File: config.mk
export PLATFORM = sky130hd
export DESIGN_NAME = xlat_walker
export DESIGN_NICKNAME = d
export VERILOG_FILES = /design/src/rtl/xlat_walker_pkg.sv /design/src/rtl/xlat_addr_gen.sv /design/src/rtl/xlat_entry_dec.sv /design/src/rtl/xlat_phys.sv /design/src/rtl/xlat_walker.sv
export SDC_FILE = /design/constraint.sdc
export NUM_CORES = 1
export LEC_CHECK = 0
export ABC_AREA = 1
export BUFFER_PORTS_ARGS = -buffer_cell sky130_fd_sc_hd__buf_2
export CORE_MARGIN = 10
export CORE_UTILIZATION = 34
export CTS_BUF_LIST = sky130_fd_sc_hd__clkbuf_4
export DETAILED_ROUTE_END_ITERATION = 10
export GPL_ROUTABILITY_DRIVEN = 0
export HOLD_SLACK_MARGIN = 0.12
export PLACE_DENSITY = 0.55
export RECOVER_POWER = 100
export SYNTH_ARGS = -nofsm -noshare
export SYNTH_HDL_FRONTEND = slang
export SYNTH_SLANG_ARGS = --single-unit
File: constraint.sdc
create_clock -name clk -period 5.4 [get_ports clk]
set_clock_uncertainty 0.05 [all_clocks]
set_input_delay 0.54 -clock clk [delete_from_list [all_inputs] [get_ports clk]]
set_output_delay 0.54 -clock clk [all_outputs]
set_load 0.05 [all_outputs]
File: src/rtl/xlat_walker_pkg.sv
// Shared constants and types for the page table walker.
// Assumes 32-bit descriptor words whose address field shifted left by 4
// gives a 36-bit physical byte address.
package xlat_walker_pkg;
    localparam int ENT_W    = 32;
    localparam int VA_W     = 32;
    localparam int PA_W     = ENT_W + 4;
    localparam int ROOT_W   = PA_W - 4;
    localparam int CODE_W   = 10;
    localparam int LVL_W    = 2;
    localparam int ACC_W    = 3;
    localparam int PPN_LO   = 8;
    localparam int PPN_W    = ENT_W - PPN_LO;
    localparam int PTR_W    = ENT_W - 2;
    localparam int BIT_REF  = 5;
    localparam int BIT_MOD  = 6;
    localparam int ACC_LO   = 2;
    localparam int LAST_LVL = 3;

    typedef enum logic [1:0] {
        ET_INVALID = 2'd0,
        ET_PTR     = 2'd1,
        ET_LEAF    = 2'd2,
        ET_RSVD    = 2'd3
    } ent_type_e;

    typedef enum logic [1:0] {
        RK_WALK = 2'd0,
        RK_FULL = 2'd1,
        RK_BOOT = 2'd2
    } rsp_kind_e;

    typedef enum logic [1:0] {
        WS_IDLE  = 2'd0,
        WS_READ  = 2'd1,
        WS_WRITE = 2'd2
    } walk_state_e;

    localparam logic [2:0] FK_INVALID = 3'd1;
    localparam logic [2:0] FK_ERROR   = 3'd4;
endpackage

File: src/rtl/xlat_addr_gen.sv
// Descriptor address generator.
// Gives the context-table word address and the address of the next-level
// word from a pointer entry and the virtual address slice for that level.
// Assumes lvl_next is 1, 2 or 3 when next_addr is used.
module xlat_addr_gen
    import xlat_walker_pkg::*;
#(
    parameter int CTX_W = 8
) (
    input  logic [ROOT_W-1:0] root,
    input  logic [CTX_W-1:0]  ctx,
    input  logic [PTR_W-1:0]  ptr,
    input  logic [LVL_W-1:0]  lvl_next,
    input  logic [VA_W-1:12]  va_hi,
    output logic [PA_W-1:0]   ctx_addr,
    output logic [PA_W-1:0]   next_addr
);
    localparam int IDX_W = 8;

    logic [IDX_W-1:0] idx;

    // Pick the table index for the level being entered.
    always_comb begin
        case (lvl_next)
            2'd1:    idx = va_hi[31:24];
            2'd2:    idx = {2'b00, va_hi[23:18]};
            default: idx = {2'b00, va_hi[17:12]};
        endcase
    end

    // Context word: table base plus four bytes per context.
    assign ctx_addr  = {root, 4'b0000} + PA_W'({ctx, 2'b00});

    // Next-level word: cleared pointer scaled by 16 plus four bytes per index.
    assign next_addr = {ptr, 2'b00, 4'b0000} + PA_W'({idx, 2'b00});
endmodule

File: src/rtl/xlat_entry_dec.sv
// Descriptor decoder.
// Classifies the word just read at a given level: descend, leaf or fault.
// Builds the fault code and the write-back word for referenced/modified.
// Assumes lvl is 0 (context table) to 3.
module xlat_entry_dec
    import xlat_walker_pkg::*;
(
    input  logic [ENT_W-1:0]  entry,
    input  logic [LVL_W-1:0]  lvl,
    input  logic              is_write,
    output logic              descend,
    output logic              leaf,
    output logic              fault,
    output logic [CODE_W-1:0] code,
    output logic              need_wb,
    output logic [ENT_W-1:0]  wb_data,
    output logic [ACC_W-1:0]  acc
);
    ent_type_e etype;
    logic [2:0] fkind;

    assign etype = ent_type_e'(entry[1:0]);

    // Pointers are followed below level 3; leaves count below the context table.
    always_comb begin
        descend = (etype == ET_PTR)  && (lvl != LVL_W'(LAST_LVL));
        leaf    = (etype == ET_LEAF) && (lvl != '0);
        fault   = !descend && !leaf;
    end

    // Fault kind: invalid entry versus every other stop.
    assign fkind = (etype == ET_INVALID) ? FK_INVALID : FK_ERROR;
    assign code  = {lvl, 3'b000, fkind, 2'b00};

    // Referenced/modified update and the value written back.
    always_comb begin
        need_wb = leaf && (!entry[BIT_REF] || (is_write && !entry[BIT_MOD]));
        wb_data = entry;
        wb_data[BIT_REF] = 1'b1;
        if (is_write) wb_data[BIT_MOD] = 1'b1;
    end

    assign acc = entry[ACC_LO +: ACC_W];
endmodule

File: src/rtl/xlat_phys.sv
// Physical address composer.
// Adds the page offset chosen by the leaf level to the page base.
// Assumes lvl is 1 (16 MB), 2 (256 KB) or 3 (4 KB).
module xlat_phys
    import xlat_walker_pkg::*;
(
    input  logic [PPN_W-1:0] ppn,
    input  logic [LVL_W-1:0] lvl,
    input  logic [23:0]      va_lo,
    output logic [PA_W-1:0]  paddr
);
    logic [23:0] ofs;

    // Offset width follows the page size of the leaf level.
    always_comb begin
        case (lvl)
            2'd1:    ofs = va_lo;
            2'd2:    ofs = {6'd0, va_lo[17:0]};
            default: ofs = {12'd0, va_lo[11:0]};
        endcase
    end

    // Page base is the address field scaled by 4 bits plus the 4 KB granule.
    assign paddr = {ppn, 12'h000} + PA_W'(ofs);
endmodule

File: src/rtl/xlat_walker.sv
// Three-level page table walker, top level.
// Accepts one request while idle. It bypasses when translation is off.
// Otherwise it reads the context word and up to three table words over
// a req/ack port, writes back the referenced/modified bits and pulses done.
// Assumes the memory holds mem_req until it returns mem_ack for one edge.
module xlat_walker
    import xlat_walker_pkg::*;
#(
    parameter int CTX_W  = 8,
    parameter int BOOT_W = 19
) (
    input  logic              clk,
    input  logic              rst_n,
    input  logic              cfg_enable,
    input  logic              cfg_boot,
    input  logic [31:0]       cfg_root,
    input  logic [CTX_W-1:0]  cfg_ctx,
    input  logic [35:0]       cfg_prom_base,
    input  logic              req_valid,
    input  logic [31:0]       req_vaddr,
    input  logic              req_write,
    input  logic              req_fetch,
    output logic              busy,
    output logic              done,
    output logic              rsp_fault,
    output logic [9:0]        rsp_code,
    output logic [1:0]        rsp_kind,
    output logic [1:0]        rsp_level,
    output logic [2:0]        rsp_acc,
    output logic [35:0]       rsp_paddr,
    output logic              mem_req,
    output logic              mem_we,
    output logic [35:0]       mem_addr,
    output logic [31:0]       mem_wdata,
    input  logic              mem_ack,
    input  logic [31:0]       mem_rdata
);
    walk_state_e       state;
    logic [LVL_W-1:0]  lvl;
    logic [LVL_W-1:0]  lvl_next;
    logic [VA_W-1:0]   va_q;
    logic              wr_q;

    logic [PA_W-1:0]   ctx_addr;
    logic [PA_W-1:0]   next_addr;
    logic              d_descend, d_leaf, d_fault, d_need_wb;
    logic [CODE_W-1:0] d_code;
    logic [ENT_W-1:0]  d_wb_data;
    logic [ACC_W-1:0]  d_acc;
    logic [PA_W-1:0]   leaf_paddr;
    logic [PA_W-1:0]   boot_paddr;

    assign lvl_next   = lvl + 2'd1;
    assign busy       = (state != WS_IDLE);
    assign boot_paddr = cfg_prom_base | PA_W'(req_vaddr[BOOT_W-1:0]);

    xlat_addr_gen #(.CTX_W(CTX_W)) addr_i (
        .root      (cfg_root),
        .ctx       (cfg_ctx),
        .ptr       (mem_rdata[ENT_W-1:2]),
        .lvl_next  (lvl_next),
        .va_hi     (va_q[VA_W-1:12]),
        .ctx_addr  (ctx_addr),
        .next_addr (next_addr)
    );

    xlat_entry_dec dec_i (
        .entry    (mem_rdata),
        .lvl      (lvl),
        .is_write (wr_q),
        .descend  (d_descend),
        .leaf     (d_leaf),
        .fault    (d_fault),
        .code     (d_code),
        .need_wb  (d_need_wb),
        .wb_data  (d_wb_data),
        .acc      (d_acc)
    );

    xlat_phys phys_i (
        .ppn   (mem_rdata[ENT_W-1:PPN_LO]),
        .lvl   (lvl),
        .va_lo (va_q[23:0]),
        .paddr (leaf_paddr)
    );

    // Walk sequencer: accept, step per level, optional write-back, strobe done.
    always_ff @(posedge clk) begin
        if (!rst_n) begin
            state     <= WS_IDLE;
            lvl       <= '0;
            va_q      <= '0;
            wr_q      <= 1'b0;
            done      <= 1'b0;
            rsp_fault <= 1'b0;
            rsp_code  <= '0;
            rsp_kind  <= RK_WALK;
            rsp_level <= '0;
            rsp_acc   <= '0;
            rsp_paddr <= '0;
            mem_req   <= 1'b0;
            mem_we    <= 1'b0;
            mem_addr  <= '0;
            mem_wdata <= '0;
        end else begin
            done <= 1'b0;
            case (state)
                WS_IDLE: begin
                    if (req_valid && !cfg_enable) begin
                        done      <= 1'b1;
                        rsp_fault <= 1'b0;
                        rsp_code  <= '0;
                        rsp_level <= '0;
                        rsp_acc   <= '0;
                        if (cfg_boot && req_fetch) begin
                            rsp_kind  <= RK_BOOT;
                            rsp_paddr <= boot_paddr;
                        end else begin
                            rsp_kind  <= RK_FULL;
                            rsp_paddr <= PA_W'(req_vaddr);
                        end
                    end else if (req_valid) begin
                        state    <= WS_READ;
                        lvl      <= '0;
                        va_q     <= req_vaddr;
                        wr_q     <= req_write;
                        mem_req  <= 1'b1;
                        mem_we   <= 1'b0;
                        mem_addr <= ctx_addr;
                    end
                end
                WS_READ: begin
                    if (mem_ack) begin
                        if (d_descend) begin
                            lvl      <= lvl_next;
                            mem_addr <= next_addr;
                        end else begin
                            rsp_kind  <= RK_WALK;
                            rsp_fault <= d_fault;
                            rsp_code  <= d_fault ? d_code : '0;
                            rsp_level <= d_leaf ? lvl : '0;
                            rsp_acc   <= d_leaf ? d_acc : '0;
                            rsp_paddr <= d_leaf ? leaf_paddr : '0;
                            if (d_need_wb) begin
                                state     <= WS_WRITE;
                                mem_we    <= 1'b1;
                                mem_wdata <= d_wb_data;
                            end else begin
                                state   <= WS_IDLE;
                                mem_req <= 1'b0;
                                done    <= 1'b1;
                            end
                        end
                    end
                end
                WS_WRITE: begin
                    if (mem_ack) begin
                        state   <= WS_IDLE;
                        mem_req <= 1'b0;
                        mem_we  <= 1'b0;
                        done    <= 1'b1;
                    end
                end
                default: state <= WS_IDLE;
            endcase
        end
    end
endmodule

==> impl_metrics.tcl, run 1 <==
set metrics [dict create \
    grt_overflow 0 \
    yosysWarnings 0 \
    cts-hold-fix-buffers 0 \
    n_fill_cell 3120 \
    async_reset_ff_share_pct 0 \
    root_buffer "clkbuf_4" \
    finalMaxSlewViolations 43 \
    htree_num_levels 4 \
    ys_types 50 \
    cp-start-kind "register" \
    path_class "register to register" \
    viasPerCell 5.097 \
    failed_checks "capacitance limit, slew limit" \
    die_w_um 187.2 \
    grt_pass1_wl_um 57640 \
    ys_seq_elements 154 \
    antenna_found_initial 7 \
    r2r_cells 8 \
    synthFlopType "dfxtp_1" \
    status "complete, but fails checks" \
    port_buffers 265 \
    clkSinkCount 154 \
    final_common_cell "nand2_1" \
    syn_avg_cell_area_sq_um 6.651 \
    pin_count 274 \
    synth_area_leader_cell "dfxtp_1" \
    cts_setup_buffers 0 \
    setup_viol_count_final 0 \
    max_cap_violations 1 \
    wl_um 37810 \
    ys_seq_area_share_pct 32.42 \
    post-dp-hpwl_um 29910 \
    r2r_end "rsp_paddr[33]" \
    post_cts_resized 0 \
    drc 0 \
    synthesis.area_sq_um 9510 \
    vias 10470 \
    tns_ns 0 \
    clk_pin_slew_worst_paths_ns 0.18 \
    cts_buffer_depth 2 \
    netlist.area_leader.share_pct 32.42 \
    final_cell_area_sq_um 11200 \
    stdcell_count 2055 \
    relSlewSlack_pct -0.3447 \
    placed_cells 2016 \
    core_sq_um 27710 \
    crit_arrival_ns 4.71 \
    drive_above_1_share_pct 13.77 \
    synth_area_leaders "dfxtp_1 32%, nand2_1 11%, a21oi_1 9.4%, inv_1 6.0%, o21ai_0 5.6%" \
    die_area_sq_um 35060 \
    synth_edf_count 0 \
    drt_pre_antenna_iters 6 \
    row_count 61 \
    min_to "rsp_paddr[35]" \
    grt_max_degree 70 \
    wl_per_cell_um 18.40 \
    leakagePower_uw 0.005051 \
    layout_setup_ws_ns 1.131 \
    mostFrequentLayoutCells "284 x nand2_1, 179 x a21oi_1, 155 x inv_1, 154 x dfxtp_1, 151 x o21ai_0" \
    tightestPinTransition_ns 1.504 \
    track_usage_pct 20.52 \
    areaGrowthSynthToFinish_pct 17.76 \
    rsz0062_at_grt "false" \
    numCtsBuffers 17 \
    drtIter0Drc 793 \
    die_h_um 187.2 \
    ant_nets 0 \
    max_freq_mhz 234.2 \
    layout.nets 1840 \
    hp-start "cfg_prom_base[35]" \
    crit_fanout 42 \
    start_util_pct 34.33 \
    synth_cells 1430 \
    worstPathRequired_ns 5.84 \
    finalCritPeriodShare_pct 79.06 \
    dp_worst_setup_slack_ns 1.936 \
    final.min_clock_period_ns 4.269 \
    crit_path_end_kind "register" \
    dpl_cell_area_sq_um 11000 \
    worstSkewPairLatency_ns 0.58 \
    r2r_slack_ns 1.13 \
    hold_class "primary input to register" \
    r2r_start "state[1]" \
    hold_violations 0 \
    ir_worst_vdd_mv 0.2698 \
    hold_depth 3 \
    cts_tree "yes" \
    p_per_area_nw_per_um2 408.5 \
    grt_pass1_vias 10040 \
]
-- stage by stage --
stage | utilization (%) | hold WS (ns) | power (uW)
3_3_place_gp | 39.71 | 0.3838 | 3756
4_1_cts | 40.97 | 0.1351 | 4660
2_1_floorplan | - | 0.3737 | 3194
6_report | 40.42 | 0.1862 | 4575
3_5_place_dp | 39.71 | 0.3903 | 3779
5_1_grt | 40.40 | 0.1544 | 4865
-- worst max-delay path: stages, from the launching register on --
cell and delay (ns):
dfxtp_1 0.37, inv_1 0.10, ha_1 0.17, inv_1 0.61
nor2_2 1.31, inv_2 0.26, nor2_1 0.91, nand3_1 0.23
a21oi_1 0.17
-- state kept, by name (all words and copies together), names as in the netlist, 2 cells and up --
| signal | flops |
|---|---|
| mem_addr | 34 |
| lvl | 2 |
| rsp_code | 4 |
| rsp_paddr | 36 |
| rsp_kind | 2 |
| rsp_level | 2 |
| va_q | 32 |
| rsp_acc | 3 |
| state | 2 |
| mem_wdata | 32 |
-- final cells by class --
type / instances / area (sq um) / share of cell area (%)
tap: 378 / 473.0 / 4.223
clock inverter: 15 / 222.7 / 1.989
antenna: 7 / 17.52 / 0.1564
timing repair buffer: 271 / 1226 / 10.95
clock buffer: 17 / 127.6 / 1.140
sequential: 154 / 3083 / 27.53
multi-input combinational: 1050 / 5436 / 48.54
inverter: 163 / 613.1 / 5.474
-- kinds of logic (layout without fill, tap and decap cells) --
logic type / after synthesis / count (layout) / synth area share (%)
flip-flops: 154 / 154 / 32.42
AO/OA/AOI/OAI: 409 / 409 / 23.60
other: 1 / 15 / 0.03943
buffers and inverters: 233 / 466 / 10.54
AND/OR/NAND/NOR: 584 / 584 / 27.27
adder cells (fa/ha/maj): 35 / 35 / 4.841
XOR/XNOR: 14 / 14 / 1.289
-- how the worst max path moves through the flow --
| stage | start | slack (ns) | to | cells after the start |
|---|---|---|---|---|
| floorplan | lvl[0] | 2.70 | mem_addr[32] | 16 |
| global placement | lvl[0] | 1.90 | mem_addr[32] | 16 |
| detailed placement | lvl[0] | 1.94 | mem_addr[32] | 16 |
| CTS | lvl[0] | 1.89 | mem_addr[32] | 16 |
| global route | state[1] | 0.83 | rsp_paddr[22] | 8 |
| finish | state[1] | 1.13 | rsp_paddr[33] | 8 |
-- Yosys cell counts, types with 20 or more instances --
master / n
nand2_1: 283
a21oi_1: 179
dfxtp_1: 154
inv_1: 153
nor2_1: 119
o21ai_0: 106
nand3_1: 101
o21ai_1: 49
ha_1: 32
clkbuf_1: 28
buf_2: 20
nand4_1: 20
-- power breakdown --
part | switching, uW | internal (uW) | total (uW)
clock network | 494 | 388 | 882
logic | 1700 | 482 | 2180
registers | 140 | 1370 | 1510
-- layer usage --
metal	part of all wire [%]	wire length, um	GRT usage, %
met1	45	17070	26.88
met2	47	17710	33.45
met5	0	0	0
met3	6.5	2476	4.456
met4	1.5	556	4.994
(Power assumes the default switching activity.)
==> run 2, diff against run 1 <==
--- a/config.mk
+++ b/config.mk
@@ -13,7 +13,7 @@
 export DETAILED_ROUTE_END_ITERATION = 10
 export GPL_ROUTABILITY_DRIVEN = 0
 export HOLD_SLACK_MARGIN = 0.12
-export PLACE_DENSITY = 0.55
+export PLACE_DENSITY = 0.57
 export RECOVER_POWER = 100
 export SYNTH_ARGS = -nofsm -noshare
 export SYNTH_HDL_FRONTEND = slang
==> constraint.sdc (replaced) <==
create_clock -name clk -period 3.75 [get_ports clk]
set_clock_uncertainty 0.05 [all_clocks]
set_input_delay 0.375 -clock clk [delete_from_list [all_inputs] [get_ports clk]]
set_output_delay 0.375 -clock clk [all_outputs]
set_load 0.05 [all_outputs]
==> run 2 against run 1 <==
  * Maximum frequency is 23% higher
  * Largest power group unchanged
  * The run still ends with capacitance limit, slew limit left
  * Non-clock buffer count rose by 129
  * Register-to-register slack got worse by 0.84 ns
==> impl_metrics.tcl, run 2 (synthesis gave the netlist of run 1 again) <==
set metrics [dict create \
    finalCritPeriodShare_pct 92.23 \
    crit_arrival_ns 3.93 \
    relSlewSlack_pct -11.99 \
    grt_max_degree 91 \
    r2r_cells 9 \
    drtIter0Drc 790 \
    clkSinkCount 154 \
    failed_checks "capacitance limit, slew limit" \
    p_total_uw 6637 \
    grt_pass1_wl_um 61240 \
    cp-start-kind "register" \
    reg.largest.list "rsp_paddr (36), mem_addr (34)" \
    viasPerCell 5.103 \
    wl_per_cell_um 18.39 \
    max_cap_violations 1 \
    final_common_cell "nand2_1" \
    crit_fanout 32 \
    htree_num_levels 4 \
    numCtsBuffers 17 \
    vias 11130 \
    die_h_um 187.2 \
    hold_depth 5 \
    regMostFlops "rsp_paddr" \
    hp-start "cfg_prom_base[10]" \
    ant_nets 0 \
    min_to "rsp_paddr[10]" \
    tightestPinTransition_ns 1.680 \
    status "complete, but fails checks" \
    drc 0 \
    tns_ns 0 \
    mostFrequentLayoutCells "284 x nand2_1, 179 x a21oi_1, 156 x inv_1, 154 x dfxtp_1, 146 x buf_2" \
    wl_um 40100 \
    start_util_pct 34.33 \
    r2r_start "state[1]" \
    drive_above_1_share_pct 12.84 \
    track_usage_pct 21.83 \
    clk_pin_slew_worst_paths_ns 0.19 \
    drt_pre_antenna_iters 6 \
    port_buffers 265 \
    die_w_um 187.2 \
    grt_overflow 0 \
    die_area_sq_um 35060 \
    post_cts_resized 0 \
    crit_path_end_kind "register" \
    cts_tree "yes" \
    layout_setup_ws_ns 0.2913 \
    pin_count 274 \
    areaGrowthSynthToFinish_pct 30.48 \
    post-dp-hpwl_um 30420 \
    leakagePower_uw 0.005569 \
    core_sq_um 27710 \
    grt_pass1_vias 10780 \
    row_count 61 \
    dp_worst_setup_slack_ns 0.6413 \
    antenna_found_initial 3 \
    hold_class "primary input to register" \
    finalMaxSlewViolations 91 \
    rsz0062_at_grt "false" \
    final.min_clock_period_ns 3.459 \
    path_class "register to register" \
    hold_violations 0 \
    r2r_slack_ns 0.29 \
    fin_util_pct 44.79 \
    max_freq_mhz 289.1 \
    layout.nets 1969 \
    p_per_area_nw_per_um2 534.8 \
    setup_viol_count_final 0 \
    root_buffer "clkbuf_4" \
    worstPathRequired_ns 4.22 \
    cts_buffer_depth 2 \
    r2r_end "rsp_paddr[25]" \
    n_fill_cell 2989 \
    largest_reg_flops 36 \
    ir_worst_vdd_mv 0.2543 \
    worstSkewPairLatency_ns 0.60 \
]
[run 2: power by group]
part | switching, uW | internal, uW | total (uW) | leakage, uW
logic | 2530 | 843 | 3370 | 0.00415
clock network | 778 | 315 | 1090 | 0.000159
registers | 194 | 1980 | 2170 | 0.00126
total | 3500 | 3140 | 6640 | 0.00557
[run 2: per-stage QoR]
step | instance area (sq um) | hold slack (ns) | cells
after floorplan | 9537 | 0.3737 | 1437
after global placement | 11050 | 0.3760 | 2022
after detailed placement | 11050 | 0.3858 | 2022
after CTS | 12580 | 0.1236 | 2177
after global routing | 12400 | 0.1495 | 2178
final | 12410 | 0.1733 | 2181
[run 2: what timing repair did]
item,CTS,global route
endpoints found under the hold margin,109,0
hold buffers,123,0
setup buffers,0,0
[run 2: cell type report]
class	instances	area, sq um	share of cell area, %
Inverter	163	613.1	4.941
Multi-Input combinational cell	1050	5441	43.85
Tap cell	378	473.0	3.811
Clock inverter	15	175.2	1.412
Sequential cell	154	3083	24.84
Timing Repair Buffer	400	2486	20.03
Clock buffer	17	127.6	1.028
Antenna cell	4	10.01	0.08066
[run 2: worst max-delay path by stage]
stage / from / endpoint / slack (ns) / cells past startpoint
4_1_cts: state[1] / rsp_paddr[25] / 0.29 / 9
3_3_place_gp: lvl[0] / mem_addr[24] / 0.78 / 16
3_5_place_dp: lvl[0] / mem_addr[24] / 0.64 / 16
2_1_floorplan: lvl[0] / mem_addr[32] / 1.05 / 16
6_report: state[1] / rsp_paddr[25] / 0.29 / 9
5_1_grt: lvl[1] / rsp_paddr[34] / 0.02 / 16
[run 2: routing by layer]
metal  up-vias  global-route usage, %  part of all wire [%]
li1       5512                      -                     -
met1      5089                  28.39                    45
met2       463                  35.22                    46
met3        64                  4.810                   7.5
met4         2                  6.638                   2.3
met5         -                      0                 0.032
[run 2: worst max-delay path, cell delays in order, from the launching register on]
cell           delay [ns]
dfxtp_1              0.37
inv_1                0.10
ha_2                 0.52
buf_4                0.45
nor2_2               0.18
buf_4                0.22
a221oi_1             0.27
dlygate4sd3_1        0.59
a21oi_1              0.06
dlygate4sd3_1        0.56
